--- src/rtl/hmove_pkg.sv ---
package hmove_pkg;
  typedef enum logic [1:0] {
    FORM_NONE  = 2'd0,
    FORM_LOAD  = 2'd1,
    FORM_STORE = 2'd2,
    FORM_REG   = 2'd3
  } form_e;

  localparam logic [7:0] OPC_INTO_REG = 8'h10;
  localparam logic [7:0] OPC_FROM_REG = 8'h11;
endpackage

--- src/rtl/hmove_decode.sv ---
module hmove_decode
  import hmove_pkg::*;
(
  input  logic [7:0] opcode,
  input  logic       has_mem,
  input  logic       zeroing,
  output form_e      form,
  output logic       dst_is_rm,
  output logic       illegal
);
  always_comb begin
    form      = FORM_NONE;
    dst_is_rm = 1'b0;
    illegal   = 1'b0;
    unique case (opcode)
      OPC_INTO_REG: form = has_mem ? FORM_LOAD : FORM_REG;
      OPC_FROM_REG: begin
        form      = has_mem ? FORM_STORE : FORM_REG;
        dst_is_rm = ~has_mem;
      end
      default: illegal = 1'b1;
    endcase
    if (form == FORM_STORE && zeroing) illegal = 1'b1;
  end
endmodule

--- src/rtl/hmove_lane0.sv ---
module hmove_lane0 #(
  parameter int ELEM_W = 16
) (
  input  logic [ELEM_W-1:0] src,
  input  logic [ELEM_W-1:0] prev,
  input  logic              lane_en,
  input  logic              zeroing,
  output logic [ELEM_W-1:0] res
);
  always_comb begin
    if (lane_en)      res = src;
    else if (zeroing) res = '0;
    else              res = prev;
  end
endmodule

--- src/rtl/hmove_upper.sv ---
module hmove_upper
  import hmove_pkg::*;
#(
  parameter int VLEN   = 512,
  parameter int XMM_W  = 128,
  parameter int ELEM_W = 16
) (
  input  form_e                  form,
  input  logic [XMM_W-1:0]       vvvv_val,
  output logic [VLEN-1:ELEM_W]   upper
);
  logic [XMM_W-1:ELEM_W] mid;

  always_comb begin
    mid = (form == FORM_REG) ? vvvv_val[XMM_W-1:ELEM_W] : '0;
  end

  generate
    if (VLEN > XMM_W) begin : g_wide
      assign upper = {{(VLEN-XMM_W){1'b0}}, mid};
    end else begin : g_narrow
      assign upper = mid;
    end
  endgenerate
endmodule

--- src/rtl/hmove_unit.sv ---
module hmove_unit
  import hmove_pkg::*;
#(
  parameter int VLEN   = 512,
  parameter int XMM_W  = 128,
  parameter int ELEM_W = 16
) (
  input  logic               clk,
  input  logic               rst_n,
  input  logic               in_valid,
  input  logic [7:0]         opcode,
  input  logic               has_mem,
  input  logic [ELEM_W-1:0]  reg_lo,
  input  logic [ELEM_W-1:0]  rm_lo,
  input  logic [XMM_W-1:0]   vvvv_val,
  input  logic [ELEM_W-1:0]  mem_rdata,
  input  logic               kmask0,
  input  logic               no_mask,
  input  logic               zeroing,
  output logic               out_valid,
  output logic               dst_we,
  output logic               dst_sel,
  output logic [VLEN-1:0]    dst_wdata,
  output logic               mem_we,
  output logic [ELEM_W-1:0]  mem_wdata,
  output logic               illegal
);
  localparam int SYNC_STAGES = 2;

  // reset: asserted asynchronously, released on a clock edge
  logic [SYNC_STAGES-1:0] rst_pipe;
  logic                   rst_q_n;

  always_ff @(posedge clk or negedge rst_n) begin
    if (!rst_n) rst_pipe <= '0;
    else        rst_pipe <= {rst_pipe[SYNC_STAGES-2:0], 1'b1};
  end
  assign rst_q_n = rst_pipe[SYNC_STAGES-1];

  form_e               form;
  logic                dst_is_rm;
  logic                bad_enc;
  logic                lane_en;
  logic [ELEM_W-1:0]   src_low;
  logic [ELEM_W-1:0]   prev_low;
  logic [ELEM_W-1:0]   lane_res;
  logic [VLEN-1:ELEM_W] upper;

  hmove_decode u_decode (
    .opcode    (opcode),
    .has_mem   (has_mem),
    .zeroing   (zeroing),
    .form      (form),
    .dst_is_rm (dst_is_rm),
    .illegal   (bad_enc)
  );

  assign lane_en = no_mask | kmask0;

  always_comb begin
    prev_low = dst_is_rm ? rm_lo : reg_lo;
    unique case (form)
      FORM_LOAD:  src_low = mem_rdata;
      FORM_REG:   src_low = dst_is_rm ? reg_lo : rm_lo;
      default:    src_low = reg_lo;
    endcase
  end

  hmove_lane0 #(.ELEM_W(ELEM_W)) u_lane0 (
    .src     (src_low),
    .prev    (prev_low),
    .lane_en (lane_en),
    .zeroing (zeroing),
    .res     (lane_res)
  );

  hmove_upper #(.VLEN(VLEN), .XMM_W(XMM_W), .ELEM_W(ELEM_W)) u_upper (
    .form     (form),
    .vvvv_val (vvvv_val),
    .upper    (upper)
  );

  // next-state
  logic              valid_n, dst_we_n, mem_we_n, illegal_n;
  logic [VLEN-1:0]   dst_data_n;

  always_comb begin
    valid_n    = in_valid;
    illegal_n  = in_valid & bad_enc;
    dst_we_n   = in_valid & ~bad_enc & ((form == FORM_LOAD) | (form == FORM_REG));
    mem_we_n   = in_valid & ~bad_enc & (form == FORM_STORE) & lane_en;
    dst_data_n = {upper, lane_res};
  end

  // registers
  always_ff @(posedge clk or negedge rst_q_n) begin
    if (!rst_q_n) begin
      out_valid <= 1'b0;
      dst_we    <= 1'b0;
      mem_we    <= 1'b0;
      illegal   <= 1'b0;
    end else begin
      out_valid <= valid_n;
      dst_we    <= dst_we_n;
      mem_we    <= mem_we_n;
      illegal   <= illegal_n;
    end
  end

  always_ff @(posedge clk) begin
    if (in_valid) begin
      dst_wdata <= dst_data_n;
      dst_sel   <= dst_is_rm;
      mem_wdata <= src_low;
    end
  end
endmodule

--- config.mk ---
export PLATFORM = sky130hd
export DESIGN_NAME = hmove_unit
export DESIGN_NICKNAME = d
export VERILOG_FILES = /design/src/rtl/hmove_pkg.sv /design/src/rtl/hmove_decode.sv /design/src/rtl/hmove_lane0.sv /design/src/rtl/hmove_upper.sv /design/src/rtl/hmove_unit.sv
export SDC_FILE = /design/constraint.sdc
export NUM_CORES = 1
export LEC_CHECK = 0
export BUFFER_PORTS_ARGS = -buffer_cell sky130_fd_sc_hd__buf_2
export CAP_MARGIN = 20
export CORE_AREA = 2 2 284 286
export DETAILED_ROUTE_END_ITERATION = 16
export DIE_AREA = 0 0 286 288
export PLACE_DENSITY = 0.52
export SYNTH_ARGS = -nofsm -noshare
export SYNTH_HDL_FRONTEND = slang
export SYNTH_HIERARCHICAL = 1
export SYNTH_SLANG_ARGS = --single-unit
--- constraint.sdc ---
create_clock -name clk -period 0.8 [get_ports clk]
set_clock_uncertainty 0.2 [all_clocks]
set_input_delay 0.04 -clock clk [delete_from_list [all_inputs] [get_ports clk]]
set_output_delay 0.04 -clock clk [all_outputs]
set_load 0.01 [all_outputs]
==> results.tsv <==
stage	metric	value	unit
run	Max Cap Viol	0	
floorplan	core box area	79600	sq um
min_path	WHS Endpoint	dst_wdata[9]	
global_route	initial antenna violation count	10	
final_layout	Design Area, Final	28900	sq um
final_layout	# nets final	2337	
detailed_routing	initial DRC count	417	
yosys	synthesized area	20900	sq um
detailed_routing	Via-to-Cell Ratio	3.56	
place	Area after DPL	25200	sq um
place	HPWL after DPL	37900	um
cts	clock root cell	clkbuf_16	
setup_path	CP Class	in2reg	
final_layout	commonest non-fill, non-tap cell in the layout	buf_2	
power	pwr/cell area	2290	nW/um^2
yosys	top_reg_cell synth	edfxtp_1	
floorplan	initial core utilization	26.2	%
cts	Worst-Skew Late Latency	0.60	ns
final_layout	non-filler instance count after layout	3268	
timing	Final setup viols	681	
status	failing checks	negative hold slack, negative setup slack	
detailed_routing	vias after detailed routing	11600	
cts	CTS tree	yes	
status	status	complete, but fails checks	
final_layout	final core utilization	36.3	%
power	Max VDD drop	0.00155	V
global_route	GR Util met1	12.1	%
cts	Worst-path clk slew	0.06	ns
cts	H-tree depth	2	
final_layout	most frequent cells in the layout	buf_2, edfxtp_1, conb_1, dlygate4sd3_1, and3_1	
detailed_routing	routed len/inst	15.7	um
detailed_routing	post-route ant nets	0	
setup_path	flop2flop setup slack	0.13	ns
cts	Clock Tree Buf Depth	3	
global_route	Global Route Usage Sum	11.7	%
yosys	top-area cell type share of the netlist area	76.2	%
yosys	ys async rst share	1.12	%
setup_path	CP arrival	1.98	ns
final_layout	FILL cells	7678	
global_route	first-pass GRT wire length	73000	um
setup_path	worst-case reg-to-reg path depth	0	
floorplan	row cnt	104	
final_layout	Area growth syn-to-layout	38.7	%
timing	highest clock rate	584	MHz
place	GPL Wtd Cong	0.834	
setup_path	crit-path max FO	9	
power	P_leak	12.5	nW
floorplan	die area	82400	sq um
global_route	vias in the first global route	12200	
yosys	Syn. warnings	6	
yosys	Seq cells post-synth	535	
timing	min setup slack post-route	-0.913	ns
final_layout	Multi-input gate area	3440	sq um
cts	clk sink count	535	
floorplan	Die Ht	288	um
setup_path	Worst setup SP type	primary input	
yosys	Distinct cells, synth	33	
yosys	Post-Syn Instances	1202	
setup_path	worst r2r src	rst_pipe[0]	
place	Cell Count Post-Placement	3022	
cts	total CTS buffers	60	
final_layout	Reg area	16000	sq um
global_route	grt ovf	0	
detailed_routing	Routed WL	51300	um
timing	unrepaired setup endpoints after global routing	yes	
yosys	sequential area share after synthesis	76.9	%
timing	period utilisation layout	214	%
floorplan	Die W	286	um
yosys	Post-synth EDFFs	529	
timing	Max Transition Viols Final	0	
global_route	met2 track demand over resource	22.0	%
setup_path	Critical Path End Type	flop	
min_path	hold depth	4	
yosys	Synth area leader	edfxtp_1	
global_route	grt met3 use	3.38	%
yosys	Avg Cell Area, Syn	17.4	sq um
global_route	GRT busiest layer	met2	
place	# port buffers	707	
timing	Total Neg Setup Slack	-396.28	ns
cts	Post-CTS Hold Fix Bufs	114	
timing	Tmin final	1.71	ns
timing	final hold viol count	569	
min_path	Min-Delay Startpoint	rm_lo[9]	
timing	worst-case hold slack	-0.329	ns
final_layout	layout cells sized above 1	43.6	%
setup_path	WP data required	1.07	ns
global_route	largest net degree at the start of global routing	64	
setup_path	reg-to-reg endpoint	rst_pipe[1]	
floorplan	io pins	724	
detailed_routing	first drt pass iteration count	6	
min_path	Worst Hold Class	in2reg	
yosys	largest cells by area after synthesis	edfxtp_1, buf_4, and3_1, dfrtp_1, buf_6	
detailed_routing	DRC	0	
kinds of logic after synthesis:
| logic type | synth area share (%) |
|---|---|
| flops | 76.9 |
| other cells | 0.0360 |
| buf+inv | 15.4 |
| simple gates | 5.68 |
| compound gates | 2.02 |
how the worst max path moves through the flow:
stage	cells after the start	startpoint	to	slack, ns
finish	8	opcode[2]	dst_wdata[2]	-0.91
global route	8	opcode[2]	dst_wdata[2]	-0.91
CTS	9	opcode[2]	dst_wdata[13]	-0.83
detailed placement	9	opcode[2]	dst_wdata[14]	-1.58
global placement	9	opcode[2]	dst_wdata[14]	-1.56
floorplan	6	opcode[2]	dst_wdata[15]	-1.36
metal layers:
metal | wire length, um | share of wire [%] | vias to the layer above
met4 | 1710 | 3.3 | 4
met3 | 3790 | 7.4 | 106
met5 | 14 | 0.027 | -
met1 | 18200 | 35 | 5507
li1 | - | - | 5548
met2 | 27600 | 54 | 459
power by group:
| part | total [mW] | switching [mW] | internal (mW) |
|---|---|---|---|
| sequential | 33.6 | 0.566 | 33.0 |
| clock | 26.7 | 11.4 | 15.4 |
| combinational | 5.97 | 3.41 | 2.56 |
| total | 66.3 | 15.3 | 51.0 |
state kept, by name, summed over array words and instances (netlist names):
name	cells
dst_sel	1
dst_wdata	512
dst_we	1
illegal	1
mem_wdata	16
mem_we	1
out_valid	1
rst_pipe	2
synth_stat cells, types with 2 or more instances:
| master | count |
|---|---|
| edfxtp_1 | 529 |
| nand2b_1 | 2 |
| a211oi_1 | 7 |
| o21ai_1 | 17 |
| inv_1 | 16 |
| clkbuf_1 | 4 |
| and4bb_1 | 10 |
| a211oi_2 | 10 |
| dfrtp_1 | 6 |
| nand2_1 | 18 |
| conb_1 | 2 |
| clkbuf_2 | 3 |
| buf_2 | 20 |
| and3_1 | 112 |
| and2_1 | 2 |
| nor3b_1 | 16 |
| a22o_1 | 10 |
| nor4bb_1 | 6 |
| buf_4 | 384 |
| buf_6 | 12 |
| a22o_2 | 4 |
stage by stage:
stage / total power, mW / worst slack, ns
2_1_floorplan: 37.0 / -1.36
3_5_place_dp: 39.6 / -1.58
6_report: 66.3 / -0.913
5_1_grt: 69.0 / -0.912
4_1_cts: 67.3 / -0.834
3_3_place_gp: 39.5 / -1.56
critical path, stage by stage:
cell,delay [ns]
buf_6,0.09
or4_4,0.59
a211oi_4,0.23
buf_12,0.16
a21bo_4,0.25
buf_12,0.16
a211oi_4,0.27
a22o_2,0.19
area by class of cell:
class                           count  share of cell area [%]
Sequential cell                   535                    55.4
Antenna cell                       10                  0.0865
Clock buffer                       67                    5.35
Tap cell                         1060                    4.58
Inverter                           16                   0.208
Multi-Input combinational cell    611                    11.9
Clock inverter                     47                    1.37
Timing Repair Buffer              922                    21.1
what timing repair did:
action | in CTS | in global routing
gates resized for setup | 79 | 31
gates cloned | 1 | 0
buffers inserted | 4 | 3
pin swaps | 4 | 5
hold endpoints to repair | 683 | 569
setup endpoints to repair | 681 | 681
(Power assumes the default switching activity.)
